**config.mk**
```make
export PLATFORM = sky130hd
export DESIGN_NAME = tuner_i2c_target
export DESIGN_NICKNAME = d
export VERILOG_FILES = /design/src/rtl/tuner_i2c_pkg.sv /design/src/rtl/tuner_i2c_deglitch.sv /design/src/rtl/tuner_i2c_link.sv /design/src/rtl/tuner_i2c_regs.sv /design/src/rtl/tuner_i2c_target.sv
export SDC_FILE = /design/constraint.sdc
export NUM_CORES = 1
export LEC_CHECK = 0
export ABC_AREA = 1
export BUFFER_PORTS_ARGS = -buffer_cell sky130_fd_sc_hd__buf_2
export CAP_MARGIN = 10
export CORE_MARGIN = 3
export CORE_UTILIZATION = 40
export DETAILED_ROUTE_END_ITERATION = 8
export PLACE_DENSITY = 0.61
export SETUP_SLACK_MARGIN = 0.05
export SYNTH_ARGS = -nofsm -noshare
export SYNTH_HDL_FRONTEND = slang
export SYNTH_HIERARCHICAL = 1
export SYNTH_SLANG_ARGS = --single-unit
```
**constraint.sdc**
```tcl
create_clock -name clk -period 1.55 [get_ports clk]
set_input_delay 0 -clock clk [delete_from_list [all_inputs] [get_ports clk]]
set_output_delay 0 -clock clk [all_outputs]
set_load 0.01 [all_outputs]
```
**src/rtl/tuner_i2c_pkg.sv**
```systemverilog
package tuner_i2c_pkg;

    localparam int DIV_W = 15;
    localparam int STRAP_W = 2;
    localparam logic [4:0] DEV_PREFIX = 5'b11000;

    typedef enum logic [2:0] {
        LK_IDLE,
        LK_ADDR,
        LK_WRITE,
        LK_READ,
        LK_SKIP
    } link_state_t;

    typedef struct packed {
        logic       pump_hi;
        logic [1:0] test_mode;
        logic       tune_off;
        logic       band_uhf;
        logic [2:0] port_drv;
    } tune_ctrl_t;

    function automatic logic [7:0] pack_status(logic por, logic lock,
                                               logic [1:0] ttl, logic [2:0] adc);
        return {por, lock, 1'b0, ttl, adc};
    endfunction

endpackage

```
**src/rtl/tuner_i2c_deglitch.sv**
```systemverilog
module tuner_i2c_deglitch #(
    parameter int   STABLE_CYC = 3,
    parameter logic IDLE_VAL   = 1'b1
) (
    input  logic clk,
    input  logic rst,
    input  logic raw,
    output logic clean
);
    localparam int CW = $clog2(STABLE_CYC + 1);

    logic [1:0]    sync_q;
    logic [CW-1:0] run_cnt;

    always_ff @(posedge clk) begin
        if (rst) begin
            sync_q  <= {2{IDLE_VAL}};
            clean   <= IDLE_VAL;
            run_cnt <= '0;
        end else begin
            sync_q <= {sync_q[0], raw};
            if (sync_q[1] == clean) begin
                run_cnt <= '0;
            end else if (run_cnt == CW'(STABLE_CYC - 1)) begin
                clean   <= sync_q[1];
                run_cnt <= '0;
            end else begin
                run_cnt <= run_cnt + CW'(1);
            end
        end
    end
endmodule

```
**src/rtl/tuner_i2c_link.sv**
```systemverilog
module tuner_i2c_link
    import tuner_i2c_pkg::*;
(
    input  logic               clk,
    input  logic               rst,
    input  logic               scl,
    input  logic               sda,
    input  logic [STRAP_W-1:0] strap,
    input  logic [7:0]         status,
    output logic               sda_low,
    output logic               wr_valid,
    output logic [7:0]         wr_byte,
    output logic               frame_mark,
    output logic               read_end,
    output link_state_t        state
);
    logic       scl_q, sda_q;
    logic [3:0] bitcnt;
    logic [6:0] shreg;
    logic       ack_pend;
    logic [7:0] tx;

    logic scl_rise, scl_fall, start_det, stop_det;
    always_comb begin
        scl_rise  = scl & ~scl_q;
        scl_fall  = ~scl & scl_q;
        start_det = scl & scl_q & sda_q & ~sda;
        stop_det  = scl & scl_q & ~sda_q & sda;
    end

    always_ff @(posedge clk) begin
        if (rst) begin
            state      <= LK_IDLE;
            scl_q      <= 1'b1;
            sda_q      <= 1'b1;
            bitcnt     <= '0;
            shreg      <= '0;
            ack_pend   <= 1'b0;
            tx         <= '0;
            sda_low    <= 1'b0;
            wr_valid   <= 1'b0;
            wr_byte    <= '0;
            frame_mark <= 1'b0;
            read_end   <= 1'b0;
        end else begin
            wr_valid   <= 1'b0;
            frame_mark <= 1'b0;
            read_end   <= 1'b0;
            scl_q      <= scl;
            sda_q      <= sda;
            if (start_det) begin
                state      <= LK_ADDR;
                bitcnt     <= '0;
                sda_low    <= 1'b0;
                ack_pend   <= 1'b0;
                frame_mark <= 1'b1;
            end else if (stop_det) begin
                state      <= LK_IDLE;
                sda_low    <= 1'b0;
                ack_pend   <= 1'b0;
                frame_mark <= 1'b1;
            end else if (state == LK_IDLE || state == LK_SKIP) begin
                sda_low <= 1'b0;
            end else if (scl_rise) begin
                if (bitcnt == 4'd8) begin
                    bitcnt <= '0;
                    if (state == LK_READ && sda) begin
                        state    <= LK_SKIP;
                        read_end <= 1'b1;
                    end
                end else begin
                    shreg  <= {shreg[5:0], sda};
                    bitcnt <= bitcnt + 4'd1;
                    if (bitcnt == 4'd7) begin
                        if (state == LK_ADDR) begin
                            if (shreg == {DEV_PREFIX, strap}) begin
                                state    <= sda ? LK_READ : LK_WRITE;
                                ack_pend <= 1'b1;
                            end else begin
                                state <= LK_SKIP;
                            end
                        end else if (state == LK_WRITE) begin
                            wr_valid <= 1'b1;
                            wr_byte  <= {shreg, sda};
                            ack_pend <= 1'b1;
                        end
                    end
                end
            end else if (scl_fall) begin
                if (bitcnt == 4'd8) begin
                    sda_low <= ack_pend;
                end else if (bitcnt == 4'd0) begin
                    ack_pend <= 1'b0;
                    if (state == LK_READ) begin
                        tx      <= status;
                        sda_low <= ~status[7];
                    end else begin
                        sda_low <= 1'b0;
                    end
                end else if (state == LK_READ) begin
                    sda_low <= ~tx[3'd7 - bitcnt[2:0]];
                end
            end
        end
    end
endmodule

```
**src/rtl/tuner_i2c_regs.sv**
```systemverilog
module tuner_i2c_regs
    import tuner_i2c_pkg::*;
(
    input  logic             clk,
    input  logic             rst,
    input  logic             wr_valid,
    input  logic [7:0]       wr_byte,
    input  logic             frame_mark,
    input  logic             supply_low,
    input  logic             read_end,
    output logic [DIV_W-1:0] div_ratio,
    output tune_ctrl_t       ctrl,
    output logic             por_flag
);
    localparam int HI_W = DIV_W - 8;

    logic       second_half;
    logic [7:0] first_q;

    always_ff @(posedge clk) begin
        if (rst) begin
            div_ratio   <= '0;
            ctrl        <= '0;
            second_half <= 1'b0;
            first_q     <= '0;
            por_flag    <= 1'b1;
        end else begin
            if (frame_mark) begin
                second_half <= 1'b0;
            end else if (wr_valid) begin
                if (!second_half) begin
                    first_q     <= wr_byte;
                    second_half <= 1'b1;
                end else begin
                    second_half <= 1'b0;
                    if (first_q[7]) begin
                        ctrl.pump_hi   <= first_q[6];
                        ctrl.test_mode <= first_q[5:4];
                        ctrl.tune_off  <= first_q[0];
                        ctrl.band_uhf  <= wr_byte[7];
                        ctrl.port_drv  <= wr_byte[2:0];
                    end else begin
                        div_ratio <= {first_q[HI_W-1:0], wr_byte};
                    end
                end
            end
            if (supply_low) begin
                por_flag <= 1'b1;
            end else if (read_end) begin
                por_flag <= 1'b0;
            end
        end
    end
endmodule

```
**src/rtl/tuner_i2c_target.sv**
```systemverilog
module tuner_i2c_target
    import tuner_i2c_pkg::*;
#(
    parameter int FILTER_CYC = 3
) (
    input  logic         clk,
    input  logic         rst,
    input  logic         scl_in,
    input  logic         sda_in,
    output logic         sda_drive_low,
    input  logic [1:0]   strap_addr,
    input  logic         supply_low,
    input  logic         lock_in,
    input  logic [1:0]   ttl_in,
    input  logic [2:0]   adc_code,
    output logic [14:0]  div_ratio,
    output logic         pump_hi,
    output logic [1:0]   test_mode,
    output logic         tune_off,
    output logic         band_uhf,
    output logic [2:0]   port_drv
);
    logic        scl_clean, sda_clean;
    logic        wr_valid, frame_mark, read_end, por_flag;
    logic [7:0]  wr_byte;
    link_state_t link_state;
    tune_ctrl_t  ctrl;
    logic [7:0]  status;

    logic [1:0] raw_lines, clean_lines;
    assign raw_lines = {scl_in, sda_in};
    assign scl_clean = clean_lines[1];
    assign sda_clean = clean_lines[0];

    for (genvar g = 0; g < 2; g++) begin : g_line
        tuner_i2c_deglitch #(.STABLE_CYC(FILTER_CYC), .IDLE_VAL(1'b1)) u_flt (
            .clk   (clk),
            .rst   (rst),
            .raw   (raw_lines[g]),
            .clean (clean_lines[g])
        );
    end

    assign status = pack_status(por_flag, lock_in, ttl_in, adc_code);

    tuner_i2c_link u_link (
        .clk        (clk),
        .rst        (rst),
        .scl        (scl_clean),
        .sda        (sda_clean),
        .strap      (strap_addr),
        .status     (status),
        .sda_low    (sda_drive_low),
        .wr_valid   (wr_valid),
        .wr_byte    (wr_byte),
        .frame_mark (frame_mark),
        .read_end   (read_end),
        .state      (link_state)
    );

    tuner_i2c_regs u_regs (
        .clk        (clk),
        .rst        (rst),
        .wr_valid   (wr_valid),
        .wr_byte    (wr_byte),
        .frame_mark (frame_mark),
        .supply_low (supply_low),
        .read_end   (read_end),
        .div_ratio  (div_ratio),
        .ctrl       (ctrl),
        .por_flag   (por_flag)
    );

    assign pump_hi   = ctrl.pump_hi;
    assign test_mode = ctrl.test_mode;
    assign tune_off  = ctrl.tune_off;
    assign band_uhf  = ctrl.band_uhf;
    assign port_drv  = ctrl.port_drv;
endmodule

```
==> results.cfg, run 1 <==
[sta]
layout_setup_ws_ns = 0.101
setup_viol = 0
hold_viol_final = 0
timing.final.crit_share_pct = 93.5
rsz0062_at_grt = yes
slew_headroom_pct = 62.4
tightest_slew_ns = 0.562
final-max-slew-violation-count = 0
fin_worst_skew_ns = 0.00728
fin_tns_setup_ns = 0
fin_crit_ns = 1.45
fmax_ghz = 0.690

[synthesis]
ys_seq_area_share_pct = 45.7
synth-main-ff-cell = dfxtp_1
synthTopCellsByArea = dfxtp_1 (46%), nor2_1 (11%), nand2_1 (9.1%)
netlist.area_leader.share_pct = 45.7
syn_area_per_cell_um2 = 7.21
synth_nets = 506
synth_area_um2 = 3500
ys_ff_latch = 80
synthCells = 486
synthTopCellsByCount = nor2_1 (106), nand2_1 (85), dfxtp_1 (80)
yosys.cell_count.top_type = nor2_1
async_flop_share_pct = 0
synth-edff-count = 0
yosysWarnings = 6
synth_area_leader_cell = dfxtp_1
yosysUniqueCellTypes = 31

[power_and_ir_drop]
clock_power_share_pct = 43.3
peakVddDrop_v = 0.000483
power_mw = 3.87
internal_power_mw = 3.02
p_switching_mw = 0.843
p_seq_share_pct = 53.3
power_leakage_nw = 1.87
combPwrFrac_pct = 3.4
swShare_pct = 21.8
powerDensity_nw_per_um2 = 892

[cells_and_area]
drive_above_1_share_pct = 20.9
nNetsFinal = 569
area_growth_pct = 23.8
final_cells = 659
diodes = 0
final_design_area_no_fill_um2 = 4340

[global_route]
antenna_found_initial = 0
grtUsageTotal_pct = 15.4
grt_start_max_net_pins = 39
grt_pass1_vias = 2822
grt_pass1_wl_um = 12700
overflow = 0

[die]
die_area_um2 = 9910
io_pins = 37
start_util_pct = 42.0
fp-row-count = 33
die_width_um = 99.6
die_h_um = 99.6
coreArea_um2 = 8340

[run_status]
status = complete, no violations

[clock_network]
cts_tree = yes
clockBufferDepth = 2
cts_sinks = 80
clk_latency_ns = 0.33
clkTransAtPathRegs_ns = 0.09
cts-root-buf = clkbuf_8
cts_made_buffers = 9
htreeDepth = 3

[detailed_routing]
wl_met3_um = 290
routed_wl_um = 7620
wl_met1_um = 3700
dr_wl_met2_um = 3590
topRoutingLayerUsed = met4
via_per_inst = 4.74
drtAntennaViolNets = 0
post-route-drc-count = 0
route.vias.total = 3124
wire_per_inst_um = 11.6
firstDrtPassIters = 4
first_iter_violations = 130

[place]
gp_congestion = 0.934
io_buffers = 36
placedInstanceArea_um2 = 3850
dp_cells = 625
dpl.hpwl_um = 5110
place_worst_setup_slack_ns = 0.0000616

[setup_path]
crit_path_start_kind = flop
crit_slowest_cell = dfxtp_4
cp-end-kind = flop
worst_ep_required_time_ns = 1.78
arrival_ns = 1.68
cp.depth = 8
rr_worst_depth = 8
critical_path_buf_inv_count = 1
cp_cell_sequence = inv_2 -> ha_4 -> nand3_4 -> nand2_4 -> nor2_8 -> nand4_4 -> o21ai_1 -> nor2_1
cp_max_fo = 5
path_class = reg2reg
worst_path_largest_cell_delay_ns = 0.37
crit_family = simple AND/OR/NAND/NOR gates

[flow_run]
drv_cap = 0

[min_path]
min_path_type = in2reg
hold_depth = 2
[logic make-up (layout without fill, tap and decap cells)]
group           count (synthesis)  after routing  synth area share [%]
buf+inv                        68            134                  8.15
simple gates                  266            268                  34.3
fa+ha+maj                       7              7                  2.50
other cells                     1              1                 0.107
compound gates                 64             64                  9.22
flops                          80             80                  45.7
[worst register-to-register path: stages (launching register included)]
cell and delay [ns]:
dfxtp_4 0.37, inv_2 0.05, ha_4 0.17, nand3_4 0.13, nand2_4 0.09, nor2_8 0.14
nand4_4 0.15, o21ai_1 0.18, nor2_1 0.07
[flip-flops by register name, summed over array words and instances (netlist names), 7 cells and up]
register and flops:
u_link/shreg 7, u_link/tx 8, u_link/wr_byte 8, u_regs/ctrl 8, u_regs/div_ratio 15, u_regs/first_q 8
[cell type report]
type / count / area (um^2)
Fill cell: 825 / 4010
Multi-Input combinational cell: 340 / 1730
Sequential cell: 80 / 1610
Timing Repair Buffer: 65 / 433
Inverter: 53 / 214
Tap cell: 105 / 131
Clock buffer: 9 / 124
Clock inverter: 7 / 96.3
[layout by cell type, fill, tap and decap left out, types with 5 or more instances in the layout]
cell type and instances:
nor2_1 102, nand2_1 82, ha_1 5, clkbuf_8 9
inv_2 5, dfxtp_1 76, dlygate4sd3_1 9, nand3_2 6
nand3_1 50, buf_2 36, inv_1 44, o21ai_0 6
o21ai_1 19, buf_4 19, a21oi_1 36
[metal layers]
metal,vias to the layer above,GRT usage [%]
met5,-,0
met4,0,5.78
met3,4,2.81
met2,54,24.5
met1,1394,20.8
li1,1672,-
[stage by stage]
| stage | util (%) | hold WS [ns] |
|---|---|---|
| floorplan | - | 0.0971 |
| global placement | 46.1 | 0.175 |
| detailed placement | 46.1 | 0.179 |
| CTS | 50.1 | 0.0231 |
| global route | 52.0 | 0.0662 |
| finish | 52.0 | 0.0366 |
[final timing paths]
check                                                     startpoint  slack [ns]                                    to
worst max-delay path                   u_link/bitcnt[1]$_SDFFE_PP0P_        0.10             u_link/tx[1]$_SDFFE_PP0P_
worst min-delay path                                             rst        0.04            u_link/wr_valid$_SDFF_PP0_
worst max register to register         u_link/bitcnt[1]$_SDFFE_PP0P_        0.10             u_link/tx[1]$_SDFFE_PP0P_
worst min register to register  g_line[0].u_flt/sync_q[0]$_SDFF_PP1_        0.41  g_line[0].u_flt/sync_q[1]$_SDFF_PP1_
[power groups by stage]
stage,clock (mW),sequential (mW),combinational (mW)
final,1.68,2.06,0.131
after global routing,1.81,2.06,0.152
after CTS,1.73,2.06,0.129
after detailed placement,0,2.11,0.111
after global placement,0,2.11,0.110
after floorplan,0,2.11,0.0737
[what timing repair did]
| item | in CTS | in global routing |
|---|---|---|
| buffers inserted | 0 | 7 |
| endpoints found under the setup margin | 12 | 29 |
| hold buffers | 9 | 0 |
| hold endpoints to repair | 9 | 0 |
| resized for setup | 5 | 37 |
| gates cloned | 1 | 1 |
| pin swaps | 0 | 9 |
Note: power is estimated with default switching activity, not from simulation.
==> run 2: changes to the inputs <==
CORE_ASPECT_RATIO = 0.75   (was unset)
==> results.cfg, run 2 (synthesized netlist as in run 1, its figures left out) <==
[die]
start_util_pct = 42.7
io_pins = 37
die_area_um2 = 9930
die_width_um = 114
coreArea_um2 = 8200
fp-row-count = 28
die_h_um = 87.0

[power_and_ir_drop]
powerDensity_nw_per_um2 = 926
peakVddDrop_v = 0.000746
power_leakage_nw = 1.88

[detailed_routing]
post-route-drc-count = 0
wire_per_inst_um = 12.3
first_iter_violations = 205
route.vias.total = 3195
firstDrtPassIters = 4
via_per_inst = 4.85
routed_wl_um = 8090
drtAntennaViolNets = 0

[global_route]
grt_pass1_wl_um = 13400
antenna_found_initial = 0
grtUsageTotal_pct = 16.9
grt_start_max_net_pins = 39
grt_pass1_vias = 2893
overflow = 0

[clock_network]
cts_tree = yes
clk_latency_ns = 0.33
cts_made_buffers = 9
clockBufferDepth = 2
htreeDepth = 3
clkTransAtPathRegs_ns = 0.06
cts_sinks = 80
cts-root-buf = clkbuf_16

[setup_path]
crit_slowest_cell = dfxtp_4
r2r_slack_ns = 0.07
path_class = reg2reg
r2r-start = u_link/bitcnt[0]$_SDFFE_PP0P_
cp-endpoint = u_link/wr_byte[4]$_SDFFE_PP0P_
reg2reg_to = u_link/wr_byte[4]$_SDFFE_PP0P_
cp-end-kind = flop
rr_worst_depth = 6
crit_path_start_kind = flop
cp_cell_sequence = ha_1 -> nand3_1 -> nor2_4 -> nand3_2 -> o21ai_1 -> nor2_1
worst_path_largest_cell_delay_ns = 0.38
arrival_ns = 1.70
cp_max_fo = 5
worst_ep_required_time_ns = 1.77
crit_path_start = u_link/bitcnt[0]$_SDFFE_PP0P_

[cells_and_area]
final_cells = 659
nNetsFinal = 571
largest_register_ffs = 15
top_register = u_regs/div_ratio
layout_commonest_cell = nor2_1
layout.filler_cells = 802
area_growth_pct = 25.5
drive_above_1_share_pct = 20.8
final_cell_mix = nor2_1 (101), nand2_1 (83), dfxtp_1 (75), nand3_1 (52), inv_1 (44)
diodes = 0

[min_path]
min_path_type = in2reg

[run_status]
status = complete, no violations

[sta]
slew_headroom_pct = 58.7
hold_viol_final = 0
rsz0062_at_grt = yes
tightest_slew_ns = 0.619
fin_crit_ns = 1.48
timing.final.crit_share_pct = 95.5
setup_viol = 0
final-max-slew-violation-count = 0
fmax_ghz = 0.676
fin_tns_setup_ns = 0
fin_worst_skew_ns = 0.00639

[place]
gp_congestion = 0.884
dpl.hpwl_um = 5450
dp_cells = 627
io_buffers = 36

[flow_run]
drv_cap = 0
## run 2: power by group
group | internal (mW) | switching (mW)
sequential | 2.06 | 0.00322
clock | 1.11 | 0.763
combinational | 0.0588 | 0.0756
total | 3.23 | 0.842
## run 2: final cells by class
cell class / instances / area (um^2) / share of cell area [%]
Multi-Input combinational cell: 340 / 1730 / 39.4
Timing Repair Buffer: 67 / 448 / 10.2
Clock inverter: 1 / 5.00 / 0.114
Sequential cell: 80 / 1610 / 36.7
Tap cell: 105 / 131 / 2.99
Inverter: 53 / 216 / 4.92
Clock buffer: 13 / 250 / 5.69
## run 2: timing repair
action,CTS,global route
hold endpoints to repair,9,0
hold buffers,9,0
setup endpoints to repair,16,29
gates resized for setup,6,36
buffers inserted,0,7
pin swaps,0,10
cloned,1,1
## run 2: critical path: cells and delay by family (launching register included)
kind	cells	cell delay, ns
AO/OA/AOI/OAI	1	0.19
adder cells (fa/ha/maj)	1	0.19
flip-flops	1	0.38
AND/OR/NAND/NOR	4	0.62
## run 2: layer usage
layer / GRT usage, % / wire, um / vias up
met2: 25.1 / 3580 / 84
met1: 23.5 / 3930 / 1424
met4: 4.31 / 63 / 0
met3: 6.04 / 508 / 6
met5: 0 / 0 / -
li1: - / - / 1681
## run 2: per-stage QoR
step / setup WS [ns] / hold slack, ns / cell area, um^2 / util, % / total power, mW
final: 0.0697 / 0.0531 / 4400 / 53.6 / 4.07
after global routing: 0.00979 / 0.0656 / 4400 / 53.6 / 4.25
after CTS: 0.0391 / 0.0458 / 4240 / 51.7 / 4.14
after detailed placement: -0.0250 / 0.183 / 3860 / 47.1 / 2.22
after global placement: 0.0189 / 0.178 / 3860 / 47.1 / 2.22
after floorplan: 0.113 / 0.0971 / 3510 / - / 2.18
## run 2: how the worst min path moves through the flow
stage,end,cells past startpoint,from
CTS,u_link/wr_valid$_SDFF_PP0_,2,rst
floorplan,g_line[0].u_flt/sync_q[0]$_SDFF_PP1_,1,sda_in
detailed placement,g_line[1].u_flt/sync_q[0]$_SDFF_PP1_,2,scl_in
global route,u_link/wr_valid$_SDFF_PP0_,2,rst
global placement,g_line[1].u_flt/sync_q[0]$_SDFF_PP1_,2,scl_in
finish,u_link/wr_valid$_SDFF_PP0_,2,rst
